<file path="src/rtl/bmx_pkg.sv">
package bmx_pkg;
  typedef enum logic [1:0] {
    PH_IDLE   = 2'd0,
    PH_ADDR   = 2'd1,
    PH_STROBE = 2'd2
  } phase_t;
endpackage

</file>
<file path="src/rtl/bmx_seq.sv">
module bmx_seq
  import bmx_pkg::*;
#(
  parameter int DATA_W = 8
) (
  input  logic              clk,
  input  logic              rst,
  input  logic              req_valid,
  input  logic              req_write,
  input  logic [DATA_W-1:0] req_wdata,
  output phase_t            phase,
  output logic              accept,
  output logic              is_write,
  output logic [DATA_W-1:0] lat_wdata,
  output logic              busy,
  output logic              done
);
  assign accept = (phase == PH_IDLE) && req_valid;
  assign busy   = (phase != PH_IDLE);

  always_ff @(posedge clk) begin
    if (rst) begin
      phase     <= PH_IDLE;
      is_write  <= 1'b0;
      lat_wdata <= '0;
      done      <= 1'b0;
    end else begin
      done <= 1'b0;
      case (phase)
        PH_IDLE: if (accept) begin
          phase     <= PH_ADDR;
          is_write  <= req_write;
          lat_wdata <= req_wdata;
        end
        PH_ADDR:   phase <= PH_STROBE;
        PH_STROBE: begin
          phase <= PH_IDLE;
          done  <= 1'b1;
        end
        default:   phase <= PH_IDLE;
      endcase
    end
  end

  p_busy_rises_two_r2: assert property (@(posedge clk) disable iff (rst)
    $rose(busy) |=> busy);
  p_busy_ends_r2: assert property (@(posedge clk) disable iff (rst)
    (busy && $past(busy)) |=> !busy);
  p_done_pulse_r8: assert property (@(posedge clk) disable iff (rst)
    done |=> !done);
  p_done_after_busy_r8: assert property (@(posedge clk) disable iff (rst)
    done |-> (!busy && $past(busy)));
endmodule

</file>
<file path="src/rtl/bmx_pins.sv">
module bmx_pins
  import bmx_pkg::*;
#(
  parameter int ADDR_W = 16,
  parameter int DATA_W = 8
) (
  input  logic              clk,
  input  logic              rst,
  input  phase_t            phase,
  input  logic              accept,
  input  logic              is_write,
  input  logic [ADDR_W-1:0] req_addr,
  input  logic [DATA_W-1:0] lat_wdata,
  output logic [ADDR_W-1:0] bus_addr,
  output logic              bus_rd_n,
  output logic              bus_wr_n,
  output logic [DATA_W-1:0] bus_dout,
  output logic              bus_dout_en
);
  always_ff @(posedge clk) begin
    if (rst) begin
      bus_addr    <= '0;
      bus_rd_n    <= 1'b1;
      bus_wr_n    <= 1'b1;
      bus_dout    <= '0;
      bus_dout_en <= 1'b0;
    end else begin
      if (accept) bus_addr <= req_addr;
      case (phase)
        PH_ADDR: begin
          bus_rd_n <= is_write;
          bus_wr_n <= !is_write;
          if (is_write) begin
            bus_dout    <= lat_wdata;
            bus_dout_en <= 1'b1;
          end
        end
        PH_STROBE: begin
          bus_rd_n <= 1'b1;
          bus_wr_n <= 1'b1;
        end
        default: bus_dout_en <= 1'b0;
      endcase
    end
  end

  p_strobes_exclusive_r3: assert property (@(posedge clk) disable iff (rst)
    !(!bus_rd_n && !bus_wr_n));
  p_rd_one_clock_r3: assert property (@(posedge clk) disable iff (rst)
    $fell(bus_rd_n) |=> $rose(bus_rd_n));
  p_wr_drives_r5: assert property (@(posedge clk) disable iff (rst)
    !bus_wr_n |-> bus_dout_en);
  p_wr_hold_r6: assert property (@(posedge clk) disable iff (rst)
    $rose(bus_wr_n) |-> (bus_dout_en && $stable(bus_dout)));
  p_rd_no_drive_r9: assert property (@(posedge clk) disable iff (rst)
    !bus_rd_n |-> !bus_dout_en);
  p_addr_held_r7: assert property (@(posedge clk) disable iff (rst)
    (phase != PH_IDLE && $past(phase != PH_IDLE)) |-> $stable(bus_addr));
endmodule

</file>
<file path="src/rtl/bmx_capture.sv">
module bmx_capture
  import bmx_pkg::*;
#(
  parameter int DATA_W = 8
) (
  input  logic              clk,
  input  logic              rst,
  input  phase_t            phase,
  input  logic              is_write,
  input  logic [DATA_W-1:0] bus_din,
  output logic [DATA_W-1:0] rd_data
);
  logic              sample_now;
  logic [DATA_W-1:0] mid_sample;

  assign sample_now = (phase == PH_STROBE) && !is_write;

  always_ff @(negedge clk) begin
    if (rst)             mid_sample <= '0;
    else if (sample_now) mid_sample <= bus_din;
  end

  always_ff @(posedge clk) begin
    if (rst)             rd_data <= '0;
    else if (sample_now) rd_data <= mid_sample;
  end

  p_rd_data_stable_r4: assert property (@(posedge clk) disable iff (rst)
    !$past(sample_now) |-> $stable(rd_data));
endmodule

</file>
<file path="src/rtl/cpu_bus_master.sv">
module cpu_bus_master
  import bmx_pkg::*;
#(
  parameter int ADDR_W = 16,
  parameter int DATA_W = 8
) (
  input  logic              clk,
  input  logic              rst,
  input  logic              req_valid,
  input  logic              req_write,
  input  logic [ADDR_W-1:0] req_addr,
  input  logic [DATA_W-1:0] req_wdata,
  output logic              busy,
  output logic              done,
  output logic [DATA_W-1:0] rd_data,
  output logic [ADDR_W-1:0] bus_addr,
  output logic              bus_rd_n,
  output logic              bus_wr_n,
  output logic [DATA_W-1:0] bus_dout,
  output logic              bus_dout_en,
  input  logic [DATA_W-1:0] bus_din
);
  phase_t            phase;
  logic              accept;
  logic              is_write;
  logic [DATA_W-1:0] lat_wdata;

  bmx_seq #(.DATA_W(DATA_W)) u_seq (
    .clk(clk), .rst(rst), .req_valid(req_valid), .req_write(req_write),
    .req_wdata(req_wdata), .phase(phase), .accept(accept),
    .is_write(is_write), .lat_wdata(lat_wdata), .busy(busy), .done(done)
  );

  bmx_pins #(.ADDR_W(ADDR_W), .DATA_W(DATA_W)) u_pins (
    .clk(clk), .rst(rst), .phase(phase), .accept(accept),
    .is_write(is_write), .req_addr(req_addr), .lat_wdata(lat_wdata),
    .bus_addr(bus_addr), .bus_rd_n(bus_rd_n), .bus_wr_n(bus_wr_n),
    .bus_dout(bus_dout), .bus_dout_en(bus_dout_en)
  );

  bmx_capture #(.DATA_W(DATA_W)) u_cap (
    .clk(clk), .rst(rst), .phase(phase), .is_write(is_write),
    .bus_din(bus_din), .rd_data(rd_data)
  );

  p_reset_idle_r1: assert property (@(posedge clk)
    $past(rst) |-> (bus_rd_n && bus_wr_n && !bus_dout_en && !busy && !done));
endmodule

</file>
<file path="config.mk">
export PLATFORM = sky130hd
export DESIGN_NAME = cpu_bus_master
export DESIGN_NICKNAME = d
export VERILOG_FILES = /design/src/rtl/bmx_pkg.sv /design/src/rtl/bmx_seq.sv /design/src/rtl/bmx_pins.sv /design/src/rtl/bmx_capture.sv /design/src/rtl/cpu_bus_master.sv
export SDC_FILE = /design/constraint.sdc
export NUM_CORES = 1
export LEC_CHECK = 0
export ABC_AREA = 1
export CELL_PAD_IN_SITES_DETAIL_PLACEMENT = 0
export CELL_PAD_IN_SITES_GLOBAL_PLACEMENT = 2
export CORE_ASPECT_RATIO = 0.9
export CORE_MARGIN = 2
export CORE_UTILIZATION = 26
export DETAILED_ROUTE_END_ITERATION = 16
export PLACE_DENSITY = 0.88
export SYNTH_ARGS = -nofsm -noshare
export SYNTH_HDL_FRONTEND = slang
export SYNTH_SLANG_ARGS = --single-unit
</file>
<file path="constraint.sdc">
create_clock -name clk -period 3.8 [get_ports clk]
set_input_delay 0.57 -clock clk [delete_from_list [all_inputs] [get_ports clk]]
set_output_delay 0.57 -clock clk [all_outputs]
set_load 0.02 [all_outputs]
</file>
==> summary.txt, run 1 <==
Placed Cells: 414
worst reg2reg setup slack: 0.61 ns
post-synthesis sequential area ratio: 54.3%
Post-Syn Area per Cell: 7.93 µm²
WP data arrival: 1.53 ns
Post-CTS Setup Inserts: 0
Worst-path clk slew: 0.10 ns
core box area: 0.00754 mm²
FP Rows: 30
CP required: 2.14 ns
first-pass GRT wire length: 7600 µm
die width: 97.1 µm
Yosys cell types: 16
total grt overflow: 0
number of global-route vias before repair: 1582
GPL Wtd Cong: 0.750
pwr dens: 510 mW/mm²
placed cell areas: 0.00280 mm²
final slew viol count: 0
slew margin rel.: 60.9%
slowest cell on the critical path: dfxtp_1
R2R Path Start: u_seq.phase[0]
status: finished clean
Setup Crit Path Kind: flop to flop
root buf cell: clkbuf_8
Crit. Startpoint: u_seq.phase[0]
die extent in y: 87.8 µm
Die ar.: 0.00853 mm²
CTS tree: yes
Pleak: 1.17 nW
reg2reg path depth: 6
fill count: 805
TritonCTS Buffers: 5
crit path max fanout: 17
synthesized area: 0.00203 mm²
unrepaired setup endpoints after global routing: false
worst slew pin tran: 0.584 ns
MaxCap Viol Count: 0
DR WL/cell: 11.1 µm
Clock Latency Late Sink: 0.37 ns
worst-path cell chain: inv_1, ha_1, nand2_4, inv_4, nor2_1, nor2_1
Nets: 374
Clock Skew: 0.0747 ns
Most common cell on crit path: nor2_1
I/O Buffers: 72
most common flop cell mapped by yosys: dfxtp_1
Hold Crit Class: flop to flop
Synth Register Bits: 55
Crit. End Element: flop
first-pass iteration count of the detailed router: 4
main area contributors after synthesis: dfxtp_1 (54%), nor2_1 (19%), o21ai_1 (8.1%), o21ai_0 (4.9%), ha_1 (3.7%)
HPWL after DPL: 3310 µm
post-synth top area cell: dfxtp_1
crit start category: flop
antenna violations before repair: 0
H-tree Lvls: 2
CTS max path bufs: 2
clk sinks: 55
CP bufs+invs: 2
Peak VDD IR: 0.181 mV
PostCTS Resize Cnt: 0
Worst path depth: 6
Setup violations, final: 0
Tot GR Track Use: 11.0%
Via density: 4.16
Synth top area share: 54.3%
DRT iter0 DRCs: 56
Reg area: 0.00110 mm²
total wire length: 4770 µm
Final TNS setup: 0 ns
FF-to-FF End: u_cap.mid_sample[3]
layout cells sized above 1: 4.50%
CTS Hold Bufs: 0
Final ANT Viol Nets: 0
Critical Path Sink: u_cap.mid_sample[3]
most frequent cell after synthesis: nor2_1
CP peak stage delay: 0.40 ns
Initial Utilization: 26.9%
# diodes: 0
post-route cell area: 0.00292 mm²
routed vias: 1784
Synth Net Count: 298
Post-synth EDFFs: 0
Async SR Flop Fraction: 0%
area of the multi-input gates: 791 µm²
endpoints failing hold: 0
Synth top cells by count: nor2_1 (104), dfxtp_1 (55), o21ai_1 (33), o21ai_0 (20), inv_1 (10)
Warnings, synthesis: 0
pin count of the biggest net entering global routing: 34
cell family with most CP delay: flip-flops
Area Growth Syn to Fin: 43.7%
Post-Syn Instances: 256
final std cells w/o fill: 429
drc violations: 0
IO Pins: 73
[layout make-up]
| class | count | share of cell area, % |
|---|---|---|
| clock inverters | 10 | 1.55 |
| inverters | 14 | 1.97 |
| repair buffers | 73 | 25.0 |
| clock buffers | 6 | 2.49 |
| well taps | 96 | 4.12 |
| multi-input cells | 175 | 27.1 |
| flip-flops and latches | 55 | 37.8 |
[registers in the layout, summed over array words and instances (netlist names)]
signal,flops
u_cap.rd_data,8
u_pins.bus_dout_en,1
u_seq.lat_wdata,8
u_cap.mid_sample,8
u_pins.bus_addr,16
u_seq.is_write,1
u_seq.phase,2
u_pins.bus_dout,8
u_seq.done,1
u_pins.bus_wr_n,1
u_pins.bus_rd_n,1
[power by group]
group          switching, W  internal [W]
sequential        0.0000420      0.000659
combinational      0.000236      0.000197
clock              0.000211      0.000141
[how the worst min path moves through the flow]
| stage | from | end | slack [ns] | cells past startpoint |
|---|---|---|---|---|
| 6_report | u_cap.mid_sample[6] | u_cap.mid_sample[6] | 0.47 | 2 |
| 5_1_grt | u_cap.mid_sample[6] | u_cap.mid_sample[6] | 0.49 | 2 |
| 4_1_cts | u_cap.mid_sample[6] | u_cap.mid_sample[6] | 0.48 | 2 |
| 3_5_place_dp | u_seq.lat_wdata[5] | u_seq.lat_wdata[5] | 0.47 | 2 |
| 3_3_place_gp | u_seq.lat_wdata[6] | u_seq.lat_wdata[6] | 0.46 | 2 |
| 2_1_floorplan | u_cap.mid_sample[0] | u_cap.mid_sample[0] | 0.45 | 2 |
[routing by layer]
layer	global-route usage (%)	wire [µm]
met3	2.47	199
met5	0	0
met4	3.46	39
met2	18.1	2210
met1	14.5	2330
[cells by family after synthesis]
group,Yosys count,synth area share (%)
buffers and inverters,26,6.78
adders and majority gates,6,3.70
DFF,55,54.3
AOI/OAI and AO/OA,54,13.3
and+or+nand+nor,115,21.9
[through the flow]
step | utilization, % | power [W] | hold slack, ns | setup slack (ns)
after floorplan | - | 0.000992 | 0.449 | 0.703
after global placement | 37.1 | 0.00116 | 0.457 | 0.330
after detailed placement | 37.1 | 0.00117 | 0.468 | 0.314
after CTS | 38.6 | 0.00152 | 0.477 | 0.582
after global routing | 38.6 | 0.00160 | 0.494 | 0.492
final | 38.6 | 0.00149 | 0.472 | 0.610
[worst min-delay path, stage by stage, from the launching register on]
cell     delay [ns]
dfxtp_1        0.31
nor2_1         0.04
nor2_1         0.08
[placed cells by master (no fill, tap or decap), drive strengths merged]
| master | instances |
|---|---|
| a21oi | 1 |
| buf | 1 |
| clkbuf | 6 |
| clkdlybuf4s50 | 72 |
| clkinvlp | 2 |
| dfxtp | 55 |
| ha | 6 |
| inv | 22 |
| nand2 | 8 |
| nand3 | 3 |
| nor2 | 104 |
| o21ai | 53 |
(Power assumes the default switching activity.)
==> inputs of run 2 (changes only) <==
Settings changed: CORE_UTILIZATION 26 to 22, PLACE_DENSITY 0.88 to 0.79.
Clock period 3.8 ns to 2.6 ns, I/O delays scaled along.
==> summary.txt, run 2 (synthesis results as in run 1) <==
status: finished clean
DR WL/cell: 10.7 µm (-3.8%)
H-tree Lvls: 2 (unchanged)
CP bufs+invs: 2 (unchanged)
worst slew pin tran: 0.413 ns (-0.171 ns)
core box area: 0.00904 mm² (+20%)
first-pass GRT wire length: 8020 µm (+5.5%)
Clock Latency Late Sink: 0.37 ns (about the same)
flip-flop count of the largest register after layout: 16 (unchanged)
die width: 105 µm (+8.3%)
FP Rows: 33 (+10%)
endpoints failing hold: 0 (unchanged)
Crit. End Element: flop
antenna violations before repair: 0 (unchanged)
Hold Path Cell Cnt: 2 (unchanged)
most frequent cells in the layout: nor2_1 (104), clkdlybuf4s50_1 (72), dfxtp_1 (55), o21ai_1 (33), o21ai_0 (20)
pwr dens: 733 mW/mm² (+44%)
pin count of the biggest net entering global routing: 30 (-12%)
Clock Power Share: 23.4% (-0.3 points)
routed vias: 1830 (+2.6%)
Area Growth Syn to Fin: 48.2%
NetSw: 0.000728 W (+49%)
Initial Utilization: 22.4% (-4.5 points)
# diodes: 0 (unchanged)
CTS max path bufs: 2 (unchanged)
PostCTS Resize Cnt: 0 (unchanged)
GPL Wtd Cong: 0.750 (about the same)
root buf cell: clkbuf_8
DRT iter0 DRCs: 37 (-34%)
Final ANT Viol Nets: 0 (unchanged)
I/O Buffers: 72 (unchanged)
Hold Crit Start: u_cap.mid_sample[6]
CP required: 1.55 ns (-0.59 ns)
cell internal pwr: 0.00148 W (+48%)
IO Pins: 73 (unchanged)
unrepaired setup endpoints after global routing: false
TritonCTS Buffers: 5 (unchanged)
cell family with most CP delay: flip-flops
HPWL after DPL: 3440 µm (+3.8%)
slew margin rel.: 72.4% (+11 points)
Die ar.: 0.0100 mm² (+17%)
final slew viol count: 0 (unchanged)
WP data arrival: 1.40 ns (-0.13 ns)
number of global-route vias before repair: 1666 (+5.3%)
Hold Crit Class: flop to flop
Worst-path clk slew: 0.10 ns (about the same)
post-layout util: 33.3% (-5.4 points)
crit start category: flop
MaxCap Viol Count: 0 (unchanged)
Gate power share: 30.1% (+1.0 points)
Nets: 379 (+1.3%)
total grt overflow: 0 (unchanged)
crit path max fanout: 7 (-10)
total wire length: 4920 µm (+3.1%)
slowest cell on the critical path: dfxtp_1
Setup violations, final: 0 (unchanged)
drc violations: 0 (unchanged)
layout cells sized above 1: 5.92% (+1.4 points)
Setup Crit Path Kind: flop to flop
Peak VDD IR: 0.254 mV (+40%)
CTS tree: yes
worst-path cell chain: inv_1, ha_1, nand2_4, buf_12, o21ai_0, nor2_1
switch share: 33.0% (+0.097 points)
Pleak: 1.21 nW (+3.4%)
clk sinks: 55 (unchanged)
most common cell after layout, fill and taps aside: nor2_1
Tot GR Track Use: 10.1% (-0.91 points)
Clock Skew: 0.0676 ns (-0.00713 ns)
Reg with most FFs: u_pins.bus_addr
die extent in y: 95.1 µm (+8.3%)
part of the power in registers: 46.6% (-0.5 points)
R2R Path Start: u_seq.phase[0]
Crit. Startpoint: u_seq.phase[0]
Worst path depth: 6 (unchanged)
Fin Hold WS: 0.474 ns (+0.00158 ns)
first-pass iteration count of the detailed router: 2 (-2)
fill count: 970 (+20%)
CP peak stage delay: 0.35 ns (-0.05 ns)
reg2reg path depth: 6 (unchanged)
Via density: 3.98 (-4.3%)
run 2: cell count changes in the layout (fill, tap and decap cells not counted), sizes merged:
cell      before  now
buf            1    6
clkbuf         6    5
clkinv         0    1
clkinvlp       2    1
inv           22   23
run 2: path summary, 6_finish.rpt:
kind,to,slack (ns)
max reg2reg,u_cap.mid_sample[3],0.15
min reg2reg,u_cap.mid_sample[6],0.47
min,u_cap.mid_sample[6],0.47
max,u_cap.mid_sample[3],0.15
run 2: power groups by stage:
stage / sequential [W] / combinational, W / clock (W)
after detailed placement: 0.00105 / 0.000651 / 0.0000214
final: 0.00103 / 0.000663 / 0.000515
after CTS: 0.00103 / 0.000654 / 0.000537
after global routing: 0.00104 / 0.000743 / 0.000587
after global placement: 0.00104 / 0.000647 / 0.0000214
after floorplan: 0.00113 / 0.000299 / 0.0000214
run 2: tightest hold or removal path, stage by stage, from the launching register on:
cell,delay (ns)
dfxtp_1,0.31
nor2_1,0.04
nor2_1,0.08
run 2: layout make-up:
| class | instances | area [µm²] | share of cell area, % |
|---|---|---|---|
| Tap cell | 122 | 153 | 5.08 |
| Clock buffer | 5 | 68.8 | 2.29 |
| Inverter | 14 | 57.6 | 1.91 |
| Multi-Input combinational cell | 175 | 791 | 26.3 |
| Clock inverter | 11 | 45.0 | 1.50 |
| Sequential cell | 55 | 1100 | 36.6 |
| Timing Repair Buffer | 78 | 791 | 26.3 |
run 2: per-stage QoR:
stage,setup TNS [ns],std cells,instance area (µm²),total power [W],setup WS [ns]
after floorplan,0,256,2030,0.00145,0.103
after global placement,-0.00493,443,2860,0.00171,-0.00493
after detailed placement,-0.0723,443,2860,0.00172,-0.0178
after CTS,0,458,2970,0.00222,0.0803
after global routing,0,460,3010,0.00237,0.0520
final,0,460,3010,0.00220,0.149
run 2: per-layer routing:
layer / vias to the layer above / global-route usage, % / part of all wire, %
met5: - / 0 / 0
met3: 5 / 3.14 / 5.2
met1: 810 / 13.5 / 51
li1: 976 / - / -
met4: 0 / 3.00 / 0.75
met2: 39 / 15.5 / 43
run 2: what timing repair did:
| item | 4_1_cts | 5_1_grt |
|---|---|---|
| setup buffers | 0 | 2 |
| hold buffers | 0 | 0 |
| setup endpoints to repair | 0 | 7 |
==> inputs of run 3 (changes only) <==
Settings changed: CORE_UTILIZATION 22 to 30, DONT_BUFFER_PORTS from default to 1, PLACE_DENSITY 0.79 to 0.76.
==> summary.txt, run 3 (synthesis results as in run 1) <==
Gate power share: 17.6% (-12 points)
Hold Crit Class: input port to flop
post-layout util: 34.2% (+0.99 points)
Fin Hold WS: 0.139 ns (-0.335 ns)
CP peak stage delay: 0.39 ns (+0.04 ns)
drc violations: 0 (unchanged)
switch share: 35.3% (+2.3 points)
antenna violations before repair: 0 (unchanged)
Clock Latency Late Sink: 0.37 ns (about the same)
CTS tree: yes
worst-path cell chain: inv_1, ha_1, nand2_4, inv_4, nor2_1, nor2_1
final slew viol count: 0 (unchanged)
slew margin rel.: 74.6% (+2.2 points)
HPWL after DPL: 3070 µm (-11%)
Post-CTS Setup Inserts: 0 (unchanged)
Setup violations, final: 0 (unchanged)
worst slack, placed: 0.0731 ns (+0.0909 ns)
MaxCap Viol Count: 0 (unchanged)
FP Rows: 28 (-15%)
core box area: 0.00655 mm² (-28%)
Initial Utilization: 31.0% (+8.5 points)
die extent in y: 82.0 µm (-14%)
Most common cell on crit path: nor2_1
post-layout worst setup margin: 0.141 ns (-0.00740 ns)
Worst-path clk slew: 0.10 ns (about the same)
unrepaired setup endpoints after global routing: false
PostCTS Resize Cnt: 0 (unchanged)
WP data arrival: 1.41 ns (about the same)
root buf cell: clkbuf_8
Area Growth Syn to Fin: 10.5%
status: finished clean
Pleak: 0.936 nW (-22%)
Clock Skew: 0.0696 ns (+0.00207 ns)
first-pass GRT wire length: 6940 µm (-13%)
Via density: 4.34 (+9.2%)
most frequent cells in the layout: nor2_1 (104), dfxtp_1 (55), o21ai_1 (33), o21ai_0 (20), inv_1 (17)
DR WL/cell: 12.6 µm (+17%)
final std cells w/o fill: 358 (-22%)
CTS max path bufs: 2 (unchanged)
IO Pins: 73 (unchanged)
Reg with most FFs: u_pins.bus_addr
cell family with most CP delay: flip-flops
die width: 90.7 µm (-14%)
most common cell after layout, fill and taps aside: nor2_1
flip-flop count of the largest register after layout: 16 (unchanged)
crit path max fanout: 16 (+9)
NetSw: 0.000716 W (-1.6%)
DRT iter0 DRCs: 32 (-14%)
worst slew pin tran: 0.380 ns (-0.0328 ns)
# diodes: 0 (unchanged)
Die ar.: 0.00744 mm² (-26%)
routed vias: 1555 (-15%)
clk sinks: 55 (unchanged)
number of global-route vias before repair: 1380 (-17%)
part of the power in registers: 55.6% (+9.0 points)
total wire length: 4500 µm (-8.6%)
total grt overflow: 0 (unchanged)
CTS Hold Bufs: 0 (unchanged)
Crit. End Element: flop
Tot GR Track Use: 11.8% (+1.8 points)
pin count of the biggest net entering global routing: 34 (+13%)
Final TNS setup: 0 ns (unchanged)
area of the multi-input gates: 791 µm² (unchanged)
TritonCTS Buffers: 5 (unchanged)
endpoints failing hold: 0 (unchanged)
I/O Buffers: 0 (-100%)
GPL Wtd Cong: 0.784 (+4.5%)
layout cells sized above 1: 8.21% (+2.3 points)
CP bufs+invs: 2 (unchanged)
crit start category: flop
Reg area: 0.00110 mm² (unchanged)
CP required: 1.55 ns (about the same)
Peak VDD IR: 0.283 mV (+12%)
Placed Cells: 340 (-23%)
Clock Power Share: 26.7% (+3.3 points)
fill count: 737 (-24%)
H-tree Lvls: 2 (unchanged)
slowest cell on the critical path: dfxtp_1
pwr dens: 904 mW/mm² (+23%)
Final ANT Viol Nets: 0 (unchanged)
first-pass iteration count of the detailed router: 4 (+2)
Nets: 309 (-18%)
cell internal pwr: 0.00131 W (-11%)
Setup Crit Path Kind: flop to flop
-- run 3: per-stage QoR --
stage	cell area, µm²	power (W)
6_report	2240	0.00203
5_1_grt	2240	0.00217
4_1_cts	2220	0.00205
3_5_place_dp	2100	0.00153
3_3_place_gp	2100	0.00152
2_1_floorplan	2030	0.00145
-- run 3: power groups by stage --
stage          sequential, W  combinational [W]  clock (W)
3_3_place_gp         0.00115           0.000347  0.0000214
6_report             0.00113           0.000357   0.000542
2_1_floorplan        0.00113           0.000299  0.0000214
4_1_cts              0.00113           0.000354   0.000566
5_1_grt              0.00115           0.000420   0.000606
3_5_place_dp         0.00115           0.000354  0.0000214
-- run 3: cell type report --
class	instances	area share [%]
Sequential cell	55	49.1
Multi-Input combinational cell	175	35.2
Tap cell	90	5.02
Clock buffer	6	3.23
Timing Repair Buffer	8	2.68
Inverter	14	2.57
Clock inverter	10	2.18
-- run 3: worst paths after layout --
| path | end | from | depth (start not counted) | slack (ns) |
|---|---|---|---|---|
| max | u_cap.mid_sample[0] | u_seq.phase[0] | 6 | 0.14 |
| min | u_seq.done | rst | 1 | 0.14 |
| max reg2reg | u_cap.mid_sample[0] | u_seq.phase[0] | 6 | 0.14 |
| min reg2reg | u_cap.mid_sample[7] | u_cap.mid_sample[7] | 2 | 0.48 |
-- run 3: routing by layer --
layer | up-vias | share of wire [%] | GRT usage, %
li1 | 831 | - | -
met1 | 678 | 46 | 14.1
met2 | 39 | 45 | 19.3
met3 | 7 | 7.6 | 4.50
met4 | 0 | 1.6 | 5.08
met5 | - | 0 | 0
-- run 3: worst register-to-register path: cells and delay by family, from the launching register on --
kind | cells | cell delay [ns]
fa+ha+maj | 1 | 0.24
buf+inv | 2 | 0.17
flops | 1 | 0.39
simple gates | 3 | 0.30
